### src/rtl/ga_pick_pkg.sv
package ga_pick_pkg;

    typedef enum logic [2:0] {
        ST_IDLE  = 3'd0,
        ST_TOTAL = 3'd1,
        ST_DRAW  = 3'd2,
        ST_SCAN  = 3'd3,
        ST_DUEL  = 3'd4
    } pick_state_e;

endpackage

### src/rtl/ga_pick_scale.sv
// Maps a random word onto [0, range) by multiply and shift.
module ga_pick_scale #(
    parameter int RND_W = 16,
    parameter int RNG_W = 12
) (
    input  logic [RND_W-1:0] rnd,
    input  logic [RNG_W-1:0] range,
    output logic [RNG_W-1:0] scaled
);
    localparam int PW = RND_W + RNG_W;

    logic [PW-1:0] prod;

    always_comb begin
        prod   = PW'(rnd) * PW'(range);
        scaled = prod[PW-1:RND_W];
    end
endmodule

### src/rtl/ga_pick_reader.sv
// Issues fitness reads and tracks which index the returning data belongs to.
module ga_pick_reader #(
    parameter int IDX_W = 4,
    parameter int CNT_W = 5
) (
    input  logic             clk,
    input  logic             rst_n,
    input  logic             issue,
    input  logic [CNT_W-1:0] issue_idx,
    output logic             mem_rd_en,
    output logic [IDX_W-1:0] mem_addr,
    output logic             ret_valid,
    output logic [IDX_W-1:0] ret_idx
);
    typedef struct packed {
        logic             vld;
        logic [IDX_W-1:0] idx;
    } ret_t;

    ret_t ret_d, ret_q;

    always_comb begin
        mem_rd_en = issue;
        mem_addr  = issue_idx[IDX_W-1:0];
        ret_d.vld = issue;
        ret_d.idx = issue_idx[IDX_W-1:0];
    end

    always_ff @(posedge clk) begin
        if (!rst_n) ret_q <= '0;
        else        ret_q <= ret_d;
    end

    assign ret_valid = ret_q.vld;
    assign ret_idx   = ret_q.idx;
endmodule

### src/rtl/ga_pick_duel.sv
// Biased tournament between two candidates; candidate a wins ties.
module ga_pick_duel #(
    parameter int IDX_W = 4,
    parameter int FIT_W = 8,
    parameter int K_W   = 8
) (
    input  logic [K_W-1:0]   r,
    input  logic [K_W-1:0]   k,
    input  logic [IDX_W-1:0] idx_a,
    input  logic [FIT_W-1:0] fit_a,
    input  logic [IDX_W-1:0] idx_b,
    input  logic [FIT_W-1:0] fit_b,
    output logic [IDX_W-1:0] win_idx
);
    logic want_fit;
    logic a_wins;

    always_comb begin
        want_fit = (r < k);
        if (want_fit) a_wins = (fit_a >= fit_b);
        else          a_wins = (fit_a <= fit_b);
        win_idx = a_wins ? idx_a : idx_b;
    end
endmodule

### src/rtl/ga_parent_picker.sv
module ga_parent_picker
    import ga_pick_pkg::*;
#(
    parameter int IDX_W = 4,
    parameter int FIT_W = 8,
    parameter int RND_W = 16,
    parameter int K_W   = 8
) (
    input  logic                clk,
    input  logic                rst_n,
    input  logic                start,
    input  logic [IDX_W:0]      pop_count,
    input  logic [K_W-1:0]      thresh_k,
    output logic                mem_rd_en,
    output logic [IDX_W-1:0]    mem_addr,
    input  logic [FIT_W-1:0]    mem_fit,
    input  logic [RND_W-1:0]    rnd_in,
    output logic                rnd_take,
    output logic                pick_valid,
    output logic [IDX_W-1:0]    pick_idx,
    output logic                busy,
    output logic                done
);
    localparam int CNT_W = IDX_W + 1;
    localparam int SUM_W = FIT_W + IDX_W;

    typedef struct packed {
        pick_state_e                 state;
        logic [CNT_W-1:0]            pop;
        logic [K_W-1:0]              k;
        logic [CNT_W-1:0]            issue_idx;
        logic [CNT_W-1:0]            emitted;
        logic [SUM_W-1:0]            total;
        logic [SUM_W-1:0]            run_sum;
        logic [SUM_W-1:0]            target;
        logic                        second;
        logic [1:0][IDX_W-1:0]       cand_idx;
        logic [1:0][FIT_W-1:0]       cand_fit;
        logic                        pick_valid;
        logic [IDX_W-1:0]            pick_idx;
        logic                        done;
    } regs_t;

    regs_t d, q;

    logic             issue;
    logic             take_c;
    logic             ret_valid;
    logic [IDX_W-1:0] ret_idx;
    logic [SUM_W-1:0] roul_tgt;
    logic [CNT_W-1:0] uni_idx;
    logic [IDX_W-1:0] win_idx;
    logic [SUM_W-1:0] sum_next;
    logic [CNT_W-1:0] pop_lim;

    ga_pick_reader #(.IDX_W(IDX_W), .CNT_W(CNT_W)) reader_i (
        .clk       (clk),
        .rst_n     (rst_n),
        .issue     (issue),
        .issue_idx (q.issue_idx),
        .mem_rd_en (mem_rd_en),
        .mem_addr  (mem_addr),
        .ret_valid (ret_valid),
        .ret_idx   (ret_idx)
    );

    ga_pick_scale #(.RND_W(RND_W), .RNG_W(SUM_W)) roul_scale_i (
        .rnd    (rnd_in),
        .range  (q.total),
        .scaled (roul_tgt)
    );

    ga_pick_scale #(.RND_W(RND_W), .RNG_W(CNT_W)) uni_scale_i (
        .rnd    (rnd_in),
        .range  (q.pop),
        .scaled (uni_idx)
    );

    ga_pick_duel #(.IDX_W(IDX_W), .FIT_W(FIT_W), .K_W(K_W)) duel_i (
        .r       (rnd_in[K_W-1:0]),
        .k       (q.k),
        .idx_a   (q.cand_idx[0]),
        .fit_a   (q.cand_fit[0]),
        .idx_b   (q.cand_idx[1]),
        .fit_b   (q.cand_fit[1]),
        .win_idx (win_idx)
    );

    always_comb begin
        d            = q;
        d.pick_valid = 1'b0;
        issue        = 1'b0;
        take_c       = 1'b0;
        sum_next     = q.run_sum + SUM_W'(mem_fit);

        case (q.state)
            ST_IDLE: begin
                if (start) begin
                    d.pop       = pop_count;
                    d.k         = thresh_k;
                    d.emitted   = '0;
                    d.issue_idx = '0;
                    d.total     = '0;
                    d.second    = 1'b0;
                    d.done      = (pop_count == '0);
                    if (pop_count != '0) d.state = ST_TOTAL;
                end
            end

            ST_TOTAL: begin
                issue = (q.issue_idx < q.pop);
                if (issue) d.issue_idx = q.issue_idx + CNT_W'(1);
                if (ret_valid) begin
                    d.total = q.total + SUM_W'(mem_fit);
                    if (CNT_W'(ret_idx) == q.pop - CNT_W'(1)) d.state = ST_DRAW;
                end
            end

            ST_DRAW: begin
                take_c = 1'b1;
                if (q.total == '0) begin
                    d.cand_idx[q.second] = uni_idx[IDX_W-1:0];
                    d.cand_fit[q.second] = '0;
                    if (q.second) d.state  = ST_DUEL;
                    else          d.second = 1'b1;
                end else begin
                    d.target    = roul_tgt;
                    d.run_sum   = '0;
                    d.issue_idx = '0;
                    d.state     = ST_SCAN;
                end
            end

            ST_SCAN: begin
                issue = (q.issue_idx < q.pop);
                if (issue) d.issue_idx = q.issue_idx + CNT_W'(1);
                if (ret_valid) begin
                    d.run_sum = sum_next;
                    if (sum_next > q.target) begin
                        d.cand_idx[q.second] = ret_idx;
                        d.cand_fit[q.second] = mem_fit;
                        if (q.second) begin
                            d.state = ST_DUEL;
                        end else begin
                            d.second = 1'b1;
                            d.state  = ST_DRAW;
                        end
                    end
                end
            end

            ST_DUEL: begin
                take_c       = 1'b1;
                d.pick_valid = 1'b1;
                d.pick_idx   = win_idx;
                d.emitted    = q.emitted + CNT_W'(1);
                d.second     = 1'b0;
                if (q.emitted + CNT_W'(1) == q.pop) begin
                    d.state = ST_IDLE;
                    d.done  = 1'b1;
                end else begin
                    d.state = ST_DRAW;
                end
            end

            default: d.state = ST_IDLE;
        endcase
    end

    always_ff @(posedge clk) begin
        if (!rst_n) q <= '0;
        else        q <= d;
    end

    assign rnd_take   = take_c;
    assign pick_valid = q.pick_valid;
    assign pick_idx   = q.pick_idx;
    assign busy       = (q.state != ST_IDLE);
    assign done       = q.done;
    assign pop_lim    = q.pop;
endmodule

### config.mk
export PLATFORM = sky130hd
export DESIGN_NAME = ga_parent_picker
export DESIGN_NICKNAME = d
export VERILOG_FILES = /design/src/rtl/ga_pick_pkg.sv /design/src/rtl/ga_pick_scale.sv /design/src/rtl/ga_pick_reader.sv /design/src/rtl/ga_pick_duel.sv /design/src/rtl/ga_parent_picker.sv
export SDC_FILE = /design/constraint.sdc
export NUM_CORES = 1
export LEC_CHECK = 0
export BUFFER_PORTS_ARGS = -buffer_cell sky130_fd_sc_hd__buf_2
export CELL_PAD_IN_SITES_DETAIL_PLACEMENT = 1
export CELL_PAD_IN_SITES_GLOBAL_PLACEMENT = 1
export CORE_UTILIZATION = 50
export CTS_BUF_LIST = sky130_fd_sc_hd__clkbuf_4 sky130_fd_sc_hd__clkbuf_8
export CTS_CLUSTER_SIZE = 10
export DETAILED_ROUTE_END_ITERATION = 10
export PLACE_DENSITY_LB_ADDON = 0.1
export SLEW_MARGIN = 10
export SYNTH_ARGS = -nofsm -noshare
export SYNTH_HDL_FRONTEND = slang
export SYNTH_HIERARCHICAL = 1
export SYNTH_SLANG_ARGS = --single-unit
### constraint.sdc
create_clock -name clk -period 8.58 [get_ports clk]
set_input_delay 2.145 -clock clk [delete_from_list [all_inputs] [get_ports clk]]
set_output_delay 2.145 -clock clk [all_outputs]
set_load 0.05 [all_outputs]
==> metrics <==
Psw=0.5795 mW; Yosys warning total=6; CTS tree=done; initial antenna violation count=1; Die H=169.9 µm; slew at the pin closest to its max-slew limit=1.069 ns; diode count=0; Mapped Cells=1680; Max-slew headroom=28.64%; drt via density=5.595; DP HPWL=29970 µm; pin count of the biggest net entering global routing=63; Fmax=140.4 MHz; max-slew violations=0; Gate power share=38.2%; IO Count=53; Layout area overhead=4.626%; drt wl/cell=18.64 µm; Final Cell Area=14740 µm²; DP Cell Count=2038; commonest cells after routing, fill and taps aside=inv_1 (258), nand2_1 (244), fa_1 (182); # setup viols final=0; fin cells=2054; row count=61; cell area power density=91.82 nW/µm²; clock transition at the registers of the reported paths=0.13 ns; Multi-input gate area=10790 µm²; Syn Nets=2041; PortBufs=52; Worst R2R Setup Slack=2.57 ns; commonest non-fill, non-tap cell in the layout=inv_1; Initial Util=50.72%; mean area per synthesized cell=8.388 µm²; Congestion Overflow GR=0; number of fill cells=3404; Int Power=0.7741 mW; CP most frequent cell=fa_1; min-delay worst type=flip-flop to flip-flop; Inserted Clock Buffers=9; Hold Crit Depth=2; Root Buffer=clkbuf_8; die width=169.9 µm; first-pass GRT wire length=63050 µm; critical-path cell with the highest stage delay=fa_1; core area=27780 µm²; crit path cell chain=buf_2, nand2_1, fa_1, inv_1, fa_1, fa_1, fa_1, fa_1, ha_1, a21oi_1, o221ai_1, a221o_1, a31oi_1, o221ai_1, xor2_1, a21oi_1, nor2_1; part of the power in registers=37.6%; mapped cell area=14090 µm²; switching share of power=42.81%; clock share of power=24.2%; Max H-tree Level=3; antenna viol nets, final=0; Worst path max stage delay=0.55 ns; Iter 0 DRT Violations=430; post_cts resized=0; CP Max Fanout=18; crit path DAT=7.40 ns; Clk Latency, worst-skew pair=0.40 ns; WS Path Type=input pin to flip-flop; via count=11490; hold-fix buffers at CTS=0; 1st-pass router iterations=7; number of post-CTS setup repair buffers=0; Num Clock Sinks=98; Worst R2R Path Depth=18; startpoint types=input pin; final worst-path cycle share=83.00%; layout cells sized above 1=8.473%; Final Net Count=2032; status=complete, no violations; post-layout min period=7.121 ns; Max Clock Skew=0.02839 ns; VDD IR-drop max=0.00009752 V; Pleak=7.059 nW; Crit path required time=8.86 ns; DRC viols=0; full die area=28860 µm²; GRT Total Usage=27.69%; number of global-route vias before repair=12290; Longest Clk Path Bufs=2; Area after DPL=14530 µm²; Setup crit end kind=flip-flop; max cap viols=0; Total Wirelength=38290 µm; RSZ-0062 raised after global routing=false; setup TNS=0 ns; sequential cell area=1962 µm²; Final Hold Fails=0; gpl congestion=0.8451
-- worst max-delay path, delay by kind of cell --
kind | cells | cell delay, ns
adders and majority gates | 6 | 2.95
and+or+nand+nor | 2 | 0.20
AOI/OAI and AO/OA | 6 | 1.57
buffers and inverters | 2 | 0.35
xor gates and xnor gates | 1 | 0.18
-- power by group through the flow --
stage / combinational [mW] / sequential, mW / clock [mW]
2_1_floorplan: 0.384 / 0.498 / 0
3_3_place_gp: 0.500 / 0.517 / 0
3_5_place_dp: 0.518 / 0.518 / 0
4_1_cts: 0.522 / 0.508 / 0.338
5_1_grt: 0.580 / 0.512 / 0.354
6_report: 0.517 / 0.509 / 0.328
-- through the flow --
| step | utilization (%) | setup WS, ns | hold slack (ns) | power [mW] |
|---|---|---|---|---|
| floorplan | - | 1.597 | 0.4314 | 0.8820 |
| global placement | 52.31 | 1.118 | 0.4436 | 1.017 |
| detailed placement | 52.31 | 1.012 | 0.4523 | 1.036 |
| CTS | 53.07 | 1.454 | 0.4693 | 1.367 |
| global route | 53.07 | 1.131 | 0.4915 | 1.445 |
| finish | 53.07 | 1.459 | 0.4674 | 1.354 |
-- cell type report --
type	count	share of cell area, %
clock buffers	9	0.8402
clock inverters	7	0.5856
inverters	260	6.620
multi-input cells	1240	73.16
flip-flops and latches	98	13.31
well taps	378	3.208
repair buffers	62	2.274
-- worst paths after layout --
check                                from     to
worst max register to register      q[62]  q[37]
worst min register to register      q[83]  q[83]
worst max-delay path            rnd_in[7]  q[37]
worst min-delay path                q[83]  q[83]
-- metal layers --
| metal | wire length (µm) | vias to the layer above | track usage (%) | share of wire, % |
|---|---|---|---|---|
| met5 | 0 | - | 0 | 0 |
| met4 | 906 | 0 | 7.991 | 2.4 |
| met3 | 765 | 48 | 2.721 | 2.0 |
| met1 | 16620 | 5873 | 34.24 | 43 |
| li1 | - | 5430 | - | - |
| met2 | 20000 | 142 | 50.77 | 52 |
-- state kept, by name, indices dropped and copies added, names as in the netlist --
name and flops:
pick_idx 4, done 1, reader_i/ret_valid 1, reader_i/ret_idx 4
q 82, pick_valid 1, pop_lim 5
No activity file was read; power rests on OpenSTA's default activity.
